`config.mk`:
```
export PLATFORM = sky130hd
export DESIGN_NAME = nvb_seq
export DESIGN_NICKNAME = d
export VERILOG_FILES = /design/src/rtl/nvb_pkg.sv /design/src/rtl/nvb_ctrl_fsm.sv /design/src/rtl/nvb_datapath.sv /design/src/rtl/nvb_seq.sv
export SDC_FILE = /design/constraint.sdc
export NUM_CORES = 1
export LEC_CHECK = 0
export BUFFER_PORTS_ARGS = -buffer_cell sky130_fd_sc_hd__buf_2
export CORE_MARGIN = 1
export CORE_UTILIZATION = 45
export CTS_BUF_LIST = sky130_fd_sc_hd__clkbuf_16
export CTS_CLUSTER_SIZE = 20
export DETAILED_ROUTE_END_ITERATION = 12
export PLACE_DENSITY_LB_ADDON = 0.08
export SLEW_MARGIN = 20
export SYNTH_ARGS = -nofsm -noshare
export SYNTH_HDL_FRONTEND = slang
export SYNTH_SLANG_ARGS = --single-unit
```
`constraint.sdc`:
```
create_clock -name clk -period 2.3 [get_ports clk]
set_input_delay 0.46 -clock clk [delete_from_list [all_inputs] [get_ports clk]]
set_output_delay 0.46 -clock clk [all_outputs]
set_load 0.03 [all_outputs]
```
`src/rtl/nvb_pkg.sv`:
```
package nvb_pkg;

    typedef enum logic [2:0] {
        ST_IDLE = 3'd0,
        ST_RD   = 3'd1,
        ST_WR   = 3'd2,
        ST_HDR  = 3'd3,
        ST_COPY = 3'd4
    } nvb_state_e;

    typedef enum logic [2:0] {
        RG_CTRL  = 3'd0,
        RG_ADDR  = 3'd1,
        RG_DATA  = 3'd2,
        RG_BURST = 3'd3,
        RG_BASE  = 3'd4
    } nvb_reg_e;

    localparam int unsigned CTRL_WR_BIT   = 0;
    localparam int unsigned CTRL_RD_BIT   = 1;
    localparam int unsigned CTRL_BUSY_BIT = 2;
    localparam int unsigned LEN_W         = 16;
    localparam int unsigned HDR_BYTES     = 4;

endpackage

```
`src/rtl/nvb_ctrl_fsm.sv`:
```
module nvb_ctrl_fsm
    import nvb_pkg::*;
(
    input  logic clk,
    input  logic rst_n,
    input  logic start_rd,
    input  logic start_wr,
    input  logic start_burst,
    input  logic ee_done,
    input  logic hdr_last,
    input  logic hdr_len_zero,
    input  logic copy_last,
    output logic busy,
    output logic rd_pend,
    output logic wr_pend,
    output logic burst_act,
    output logic ee_req,
    output logic ee_we,
    output logic rd_fin,
    output logic wr_fin,
    output logic hdr_take,
    output logic copy_take
);

    nvb_state_e st_q, st_d;

    always_ff @(posedge clk or negedge rst_n) begin
        if (!rst_n) st_q <= ST_IDLE;
        else        st_q <= st_d;
    end

    always_comb begin
        st_d = st_q;
        unique case (st_q)
            ST_IDLE: begin
                if (start_rd)         st_d = ST_RD;
                else if (start_wr)    st_d = ST_WR;
                else if (start_burst) st_d = ST_HDR;
            end
            ST_RD, ST_WR: begin
                if (ee_done) st_d = ST_IDLE;
            end
            ST_HDR: begin
                if (ee_done && hdr_last)
                    st_d = hdr_len_zero ? ST_IDLE : ST_COPY;
            end
            ST_COPY: begin
                if (ee_done && copy_last) st_d = ST_IDLE;
            end
            default: st_d = ST_IDLE;
        endcase
    end

    always_comb begin
        busy      = (st_q != ST_IDLE);
        rd_pend   = (st_q == ST_RD);
        wr_pend   = (st_q == ST_WR);
        burst_act = (st_q == ST_HDR) || (st_q == ST_COPY);
        ee_req    = busy;
        ee_we     = wr_pend;
        rd_fin    = rd_pend && ee_done;
        wr_fin    = wr_pend && ee_done;
        hdr_take  = (st_q == ST_HDR) && ee_done;
        copy_take = (st_q == ST_COPY) && ee_done;
    end

endmodule

```
`src/rtl/nvb_datapath.sv`:
```
module nvb_datapath
    import nvb_pkg::*;
#(
    parameter int unsigned EE_AW  = 16,
    parameter int unsigned MEM_AW = 24,
    parameter int unsigned OFF_W  = 15
) (
    input  logic              clk,
    input  logic              rst_n,
    input  logic              wr_ok,
    input  nvb_reg_e          reg_sel,
    input  logic [31:0]       reg_wdata,
    input  logic              start_burst,
    input  logic              rd_fin,
    input  logic              wr_fin,
    input  logic              hdr_take,
    input  logic              copy_take,
    input  logic [7:0]        ee_rdata,
    output logic [EE_AW-1:0]  addr_q,
    output logic [7:0]        data_q,
    output logic [MEM_AW-OFF_W-1:0] base_q,
    output logic [EE_AW-1:0]  ptr_q,
    output logic              hdr_last,
    output logic              hdr_len_zero,
    output logic              copy_last,
    output logic              mem_we,
    output logic [MEM_AW-1:0] mem_addr,
    output logic [7:0]        mem_wdata
);

    localparam int unsigned BASE_W = MEM_AW - OFF_W;
    localparam int unsigned HI_W   = OFF_W - 8;
    localparam int unsigned IDX_W  = $clog2(HDR_BYTES);

    logic              touched_q;
    logic [IDX_W-1:0]  hidx_q;
    logic [7:0]        off_lo_q;
    logic [7:0]        len_lo_q;
    logic [OFF_W-1:0]  off_q;
    logic [LEN_W-1:0]  rem_q;

    assign hdr_last     = (hidx_q == IDX_W'(HDR_BYTES - 1));
    assign hdr_len_zero = ({ee_rdata, len_lo_q} == '0);
    assign copy_last    = (rem_q == LEN_W'(1));

    always_ff @(posedge clk or negedge rst_n) begin
        if (!rst_n) begin
            addr_q    <= '0;
            data_q    <= '0;
            base_q    <= '0;
            ptr_q     <= '0;
            touched_q <= 1'b0;
            hidx_q    <= '0;
            off_lo_q  <= '0;
            len_lo_q  <= '0;
            off_q     <= '0;
            rem_q     <= '0;
            mem_we    <= 1'b0;
            mem_addr  <= '0;
            mem_wdata <= '0;
        end else begin
            mem_we <= 1'b0;
            if (wr_ok) begin
                case (reg_sel)
                    RG_ADDR: addr_q <= reg_wdata[EE_AW-1:0];
                    RG_DATA: data_q <= reg_wdata[7:0];
                    RG_BASE: base_q <= reg_wdata[BASE_W-1:0];
                    default: ;
                endcase
            end
            if (rd_fin) data_q <= ee_rdata;
            if (rd_fin || wr_fin) begin
                ptr_q     <= addr_q + 1'b1;
                touched_q <= 1'b1;
            end
            if (start_burst) begin
                ptr_q  <= touched_q ? ptr_q : '0;
                hidx_q <= '0;
            end
            if (hdr_take) begin
                ptr_q     <= ptr_q + 1'b1;
                touched_q <= 1'b1;
                hidx_q    <= hidx_q + 1'b1;
                case (hidx_q)
                    2'd0:    off_lo_q <= ee_rdata;
                    2'd1:    off_q    <= {ee_rdata[HI_W-1:0], off_lo_q};
                    2'd2:    len_lo_q <= ee_rdata;
                    default: rem_q    <= {ee_rdata, len_lo_q};
                endcase
            end
            if (copy_take) begin
                ptr_q     <= ptr_q + 1'b1;
                mem_we    <= 1'b1;
                mem_addr  <= {base_q, off_q};
                mem_wdata <= ee_rdata;
                off_q     <= off_q + 1'b1;
                rem_q     <= rem_q - 1'b1;
            end
        end
    end

endmodule

```
`src/rtl/nvb_seq.sv`:
```
module nvb_seq
    import nvb_pkg::*;
#(
    parameter int unsigned EE_AW  = 16,
    parameter int unsigned MEM_AW = 24,
    parameter int unsigned OFF_W  = 15
) (
    input  logic              clk,
    input  logic              rst_n,
    input  logic              reg_we,
    input  logic [2:0]        reg_addr,
    input  logic [31:0]       reg_wdata,
    output logic [31:0]       reg_rdata,
    output logic              ee_req,
    output logic              ee_we,
    output logic [EE_AW-1:0]  ee_addr,
    output logic [7:0]        ee_wdata,
    input  logic [7:0]        ee_rdata,
    input  logic              ee_done,
    output logic              mem_we,
    output logic [MEM_AW-1:0] mem_addr,
    output logic [7:0]        mem_wdata
);

    localparam int unsigned BASE_W = MEM_AW - OFF_W;

    nvb_reg_e reg_sel;
    logic busy, rd_pend, wr_pend, burst_act;
    logic wr_ok, start_rd, start_wr, start_burst;
    logic rd_fin, wr_fin, hdr_take, copy_take;
    logic hdr_last, hdr_len_zero, copy_last;
    logic [EE_AW-1:0]  addr_q, ptr_q;
    logic [7:0]        data_q;
    logic [BASE_W-1:0] base_q;

    assign reg_sel     = nvb_reg_e'(reg_addr);
    assign wr_ok       = reg_we && !busy;
    assign start_rd    = wr_ok && (reg_sel == RG_CTRL) && reg_wdata[CTRL_RD_BIT];
    assign start_wr    = wr_ok && (reg_sel == RG_CTRL) && reg_wdata[CTRL_WR_BIT];
    assign start_burst = wr_ok && (reg_sel == RG_BURST) && reg_wdata[0];

    nvb_ctrl_fsm u_fsm (
        .clk          (clk),
        .rst_n        (rst_n),
        .start_rd     (start_rd),
        .start_wr     (start_wr),
        .start_burst  (start_burst),
        .ee_done      (ee_done),
        .hdr_last     (hdr_last),
        .hdr_len_zero (hdr_len_zero),
        .copy_last    (copy_last),
        .busy         (busy),
        .rd_pend      (rd_pend),
        .wr_pend      (wr_pend),
        .burst_act    (burst_act),
        .ee_req       (ee_req),
        .ee_we        (ee_we),
        .rd_fin       (rd_fin),
        .wr_fin       (wr_fin),
        .hdr_take     (hdr_take),
        .copy_take    (copy_take)
    );

    nvb_datapath #(
        .EE_AW  (EE_AW),
        .MEM_AW (MEM_AW),
        .OFF_W  (OFF_W)
    ) u_dp (
        .clk          (clk),
        .rst_n        (rst_n),
        .wr_ok        (wr_ok),
        .reg_sel      (reg_sel),
        .reg_wdata    (reg_wdata),
        .start_burst  (start_burst),
        .rd_fin       (rd_fin),
        .wr_fin       (wr_fin),
        .hdr_take     (hdr_take),
        .copy_take    (copy_take),
        .ee_rdata     (ee_rdata),
        .addr_q       (addr_q),
        .data_q       (data_q),
        .base_q       (base_q),
        .ptr_q        (ptr_q),
        .hdr_last     (hdr_last),
        .hdr_len_zero (hdr_len_zero),
        .copy_last    (copy_last),
        .mem_we       (mem_we),
        .mem_addr     (mem_addr),
        .mem_wdata    (mem_wdata)
    );

    assign ee_addr  = (rd_pend || wr_pend) ? addr_q : ptr_q;
    assign ee_wdata = data_q;

    always_comb begin
        reg_rdata = '0;
        case (reg_sel)
            RG_CTRL: begin
                reg_rdata[CTRL_WR_BIT]   = wr_pend;
                reg_rdata[CTRL_RD_BIT]   = rd_pend;
                reg_rdata[CTRL_BUSY_BIT] = busy;
            end
            RG_ADDR:  reg_rdata[EE_AW-1:0]  = addr_q;
            RG_DATA:  reg_rdata[7:0]        = data_q;
            RG_BURST: reg_rdata[0]          = burst_act;
            RG_BASE:  reg_rdata[BASE_W-1:0] = base_q;
            default:  reg_rdata = '0;
        endcase
    end

endmodule

```
**Yosys cells after proc, flatten, opt, wreduce, memory -nomap -nowiden**

Cells that the tools add are included.
Widths: inputs -> output; s select.

- Bits of input ports: 47
- Logic and storage cells: 109
- Output and inout bits: 91
- Bits in registers: 135

- Eq/ne operators: 18
- Reductions and logical operators: 39
- Mux-type cells: 33
- Add/sub/neg operators: 5

Operators by type and width:

| operator | number |
|---|---|
| $mux 16 | 9 |
| $mux 15 | 3 |
| $add 16x1->16 const B | 2 |
| $mux 8 | 3 |
| $mux 3 | 7 |
| $eq 16x1->1 const B | 1 |
| $logic_not 16->1 | 1 |
| $reduce_and 2->1 | 8 |
| $sub 16x1->16 const B | 1 |
| $add 15x1->15 const B | 1 |
| $pmux 5 s3 | 1 |
| $eq 3x2->1 const B | 4 |
| $logic_and 1x1->1 | 12 |
| $pmux 3 s4 | 1 |
| $reduce_bool 2->1 | 6 |
| $ne 4x4->1 const B | 2 |
| $pmux 2 s4 | 1 |
| $mux 7 | 1 |
| $eq 3x1->1 const B | 2 |
| $eq 3x3->1 const B | 2 |
| $logic_not 3->1 | 2 |
| $ne 2x1->1 const B | 3 |
| $pmux 1 s5 | 1 |
| $eq 2x2->1 const B | 2 |
| other kinds (14) | 19 |

**Longest topological paths before layout**

- Word-level depth: 9
- Mapped depth: 10
- Depth with buffers taken out: 6

**By module**

A second synthesis with hierarchy kept.

- Cells, all modules: 735
- Area, all modules: 7498.4 um2

Modules (own cells, without submodules):

| module | cells each | instances | seq. area each (um2) | area an instance (um2) |
|---|---|---|---|---|
| nvb_datapath | 611 | 1 | 3303.2 | 6563.8 |
| nvb_seq | 88 | 1 | 0.0 | 658.1 |
| nvb_ctrl_fsm | 36 | 1 | 75.1 | 276.5 |

**Worst setup path before layout**

Ideal clock, no wire load.

- Path type: input port to output port
- From: input port reg_addr[0]
- To: output port reg_rdata[6]
- Slack: -49 ps
- Stages on the path: 4
- Arrival time: 1889 ps
- Buffers on the path: 1
- Cell sequence: nor2b_1 clkbuf_1 a22oi_1 o21ai_0

- Cells in the longest elaborated chain, start to end: 2
- Elaborated cells on any way between the ends: 4
- Classes of those cells: 3 x eq/ne; 1 x mux

RTL lines:

| item | line | source |
|---|---|---|
| start: declaration | nvb_seq.sv:11 | `input logic [2:0] reg_addr,` |
| $eq 3x3->1, or another cell as far along | nvb_seq.sv:97 | `case (reg_sel)` |
| $pmux 5 s3 * | nvb_seq.sv:97 |  |
| end: declaration | nvb_seq.sv:13 | `output logic [31:0] reg_rdata,` |

Every way passes the cells marked *; elsewhere a longest branch is shown, timed or not.

**Worst setup path in the final report**

- From: register u_fsm.st_q[1]
- To: output port ee_addr[0]

- Cells in the longest elaborated chain, start to end: 3
- Elaborated cells on any way between the ends: 4
- Classes of those cells: 2 x eq/ne; 1 x mux; 1 x reduce/logical

RTL lines:

| item | line | source |
|---|---|---|
| start: declaration | nvb_ctrl_fsm.sv:25 | `nvb_state_e st_q, st_d;` |
| start signal: assignment | nvb_ctrl_fsm.sv:29 | `else st_q <= st_d;` |
| $eq 3x1->1 / $eq 3x2->1 (equally long branches) | nvb_ctrl_fsm.sv:56, nvb_ctrl_fsm.sv:57 |  |
| $logic_or 1x1->1 * | nvb_seq.sv:92 | `assign ee_addr = (rd_pend \|\| wr_pend) ? addr_q : ptr_q;` |
| $mux 16 * | nvb_seq.sv:92 |  |
| end: declaration | nvb_seq.sv:16 | `output logic [EE_AW-1:0] ee_addr,` |

Marked as above.

==> impl_metrics.json <==
{
  "whs_ns": 0.2755,
  "fill_cells": 1497,
  "hp-class": "input pin to register",
  "synthArstFlopShare_pct": 100.0,
  "total_power_w": 0.009039,
  "rsz0062_at_grt": "true",
  "nets": 947,
  "synth_warnings": 0,
  "cp-end-kind": "output pin",
  "crit_fanout": 18,
  "grt_pass1_vias": 6054,
  "initialDrtViolationCount": 496,
  "ys_seq_area_share_pct": 46.19,
  "dp_slack_ns": 0.05589,
  "insertion_delay_ns": 0.41,
  "slew-limit-headroom_pct": 62.82,
  "synth.distinct_cells": 72,
  "fin_area_um2": 8914,
  "gp_congestion": 0.8917,
  "synth_top_area_share_pct": 46.19,
  "fin_crit_ns": 2.373,
  "start_kind": "register",
  "synth.area.top_cells": "dfrtp_1 46%, mux2_2 8.6%, nand2_1 7.9%, a21oi_1 2.6%, nor2_1 2.5%",
  "holdPathStages": 2,
  "viasPerCell": 5.654,
  "worstHoldStart": "reg_wdata[14]",
  "via_count": 6327,
  "max_cap_violations": 0,
  "rr_worst_depth": 7,
  "grt.overflow.total": 0,
  "layout_worst_path_cycle_share_pct": 103.2,
  "cts_max_path_buffers": 2,
  "route.detailed.drc": 0,
  "design.core.area_um2": 15890,
  "finClkSkew_ns": 0.008822,
  "r2r_start": "u_fsm.st_q[1]$_DFFE_PN0P_",
  "grt_start_max_net_pins": 74,
  "antenna_found_initial": 0,
  "syn_area_um2": 7313,
  "r2r_setup_slack_ns": 0.15,
  "diodes": 0,
  "synthCells": 765,
  "hold_path_end": "u_dp.addr_q[14]$_DFFE_PN0P_",
  "die_width_um": 129.5,
  "p_per_area_nw_per_um2": 1014,
  "dpl_cell_area_um2": 8109,
  "cp.arrival_ns": 1.91,
  "wl_per_cell_um": 17.92,
  "drtPass1Iterations": 5,
  "ys_seq_elements": 135,
  "hpwl_um": 14100,
  "violations": "negative setup slack",
  "postRouteAntennaNets": 0,
  "dieHeight_um": 129.5,
  "p_leak_nw": 4.234,
  "final_hold_viol_count": 0,
  "grt_pass1_wl_um": 31920,
  "cts_root_buf": "clkbuf_16",
  "fin_cells": 1119,
  "die_area_um2": 16770,
  "cts_tree": "built",
  "drive_gt1_share_pct": 29.01,
  "ir_drop_mv": 0.5320,
  "port_buffers": 105,
  "critical_path_required_ns": 1.84,
  "regArea_um2": 3382,
  "cts-buffers-inserted": 17,
  "synth_edf_count": 0,
  "setup_violations": 17,
  "num_rows": 46,
  "mostFrequentLayoutCells": "154 x nand2_1, 132 x dfrtp_1, 86 x buf_2, 48 x nor2_1, 44 x mux2_2",
  "multiInputGateArea_um2": 3684,
  "worst_pin_slew_ns": 0.5526,
  "area_growth_pct": 21.88,
  "status": "finished, violations left",
  "htreeDepth": 4,
  "final_common_cell": "nand2_1",
  "synth_area_leader_cell": "dfrtp_1",
  "slew_violations": 0,
  "synth_ff_type": "dfrtp_1",
  "start_util_pct": 46.04,
  "finalWirelength_um": 20050,
  "num_io_pins": 138,
  "fmax_mhz": 421.4,
  "grt_use_total_pct": 24.90,
  "place_inst": 1076,
  "numClockSinks": 135,
  "setup_ws_ns": -0.07316,
  "clkTransAtPathRegs_ns": 0.06,
  "worstSetupPathType": "register to output pin",
  "syn_area_per_cell_um2": 9.560,
  "r2r_end": "u_dp.ptr_q[3]$_DFFE_PN0P_"
}
Yosys cell counts, drive strengths merged (3+ instances only):
library cell,n
xor2,8
buf,40
mux2,56
nor3,13
nand2b,5
nor4,9
nand2,156
o21ai,38
a211oi,5
and2,5
clkbuf,16
and3,18
o21a,4
o22ai,6
o32ai,3
a311oi,7
and4b,3
dfrtp,135
inv,14
a21oi,38
a22o,4
o221a,6
nand4,12
xnor2,6
a22oi,5
nor4b,3
nor2,50
mux2i,11
nand4b,3
o211ai,4
o22a,3
a31oi,5
and4,7
a21o,5
nand3,24
nand3b,3
ha,9
worst max-delay path, stage by stage (launching register included):
cell	delay (ns)
dfrtp_2	0.47
xnor2_2	0.18
nor2_2	0.14
buf_12	0.19
mux2_2	0.36
buf_6	0.14
where the power goes:
group          internal (W)  switching (W)  total (W)  leakage (nW)
clock               0.00147        0.00103    0.00250         0.267
sequential          0.00304       0.000804    0.00385          1.70
combinational       0.00117        0.00153    0.00270          2.26
worst max path at each step:
stage,startpoint,endpoint,cells after the start
global placement,u_fsm.st_q[0]$_DFFE_PN0P_,u_dp.off_q[12]$_DFFE_PN0P_,6
CTS,u_fsm.st_q[1]$_DFFE_PN0P_,ee_addr[11],5
global route,u_fsm.st_q[1]$_DFFE_PN0P_,reg_rdata[2],6
detailed placement,u_fsm.st_q[0]$_DFFE_PN0P_,u_dp.off_q[12]$_DFFE_PN0P_,6
floorplan,u_fsm.st_q[0]$_DFFE_PN0P_,ee_addr[4],5
finish,u_fsm.st_q[1]$_DFFE_PN0P_,ee_addr[0],5
through the flow:
stage / utilization [%] / TNS (ns)
after CTS: 55.32 / -0.5385
after floorplan: - / 0
after detailed placement: 51.05 / 0
final: 56.11 / -0.4539
after global routing: 56.11 / -1.734
after global placement: 51.05 / 0
kinds of logic (layout without fill, tap and decap cells):
kind of cell / Yosys count / in the layout / share of synthesized area [%]
compound gates: 153 / 153 / 14.15
buf+inv: 70 / 193 / 5.167
fa+ha+maj: 9 / 9 / 1.540
mux: 67 / 67 / 10.13
flops: 135 / 135 / 46.19
xor+xnor: 14 / 14 / 1.677
simple gates: 316 / 316 / 21.09
other cells: 1 / 16 / 0.05128
layout make-up:
class	count	share of cell area [%]
inverters	14	0.5896
clock inverters	14	1.263
multi-input cells	575	41.33
well taps	216	3.032
clock buffers	17	4.773
flip-flops and latches	135	37.94
repair buffers	148	11.08
state kept, by name, indices dropped and copies added, names as in the netlist:
| name | flops |
|---|---|
| u_dp.addr_q | 16 |
| u_dp.len_lo_q | 8 |
| u_dp.ptr_q | 16 |
| u_dp.off_lo_q | 8 |
| u_fsm.st_q | 3 |
| u_dp.base_q | 9 |
| u_dp.mem_addr | 24 |
| u_dp.mem_we | 1 |
| u_dp.rem_q | 16 |
| u_dp.touched_q | 1 |
| u_dp.data_q | 8 |
| u_dp.off_q | 15 |
| u_dp.hidx_q | 2 |
| u_dp.mem_wdata | 8 |
metal layers:
layer / global-route usage (%) / vias up / routed length, um
met4: 7.250 / 0 / 235
met3: 4.789 / 19 / 1057
li1: - / 2968 / -
met1: 34.66 / 3131 / 9489
met2: 39.53 / 209 / 9265
met5: 0 / - / 0
timing repair:
item / in CTS / in global routing
buffers inserted: 10 / 1
endpoints found under the hold margin: 29 / 0
gates resized for setup: 24 / 32
hold buffers: 1 / 0
pin swaps: 1 / 1
setup endpoints to repair: 19 / 21
(Power assumes the default switching activity.)
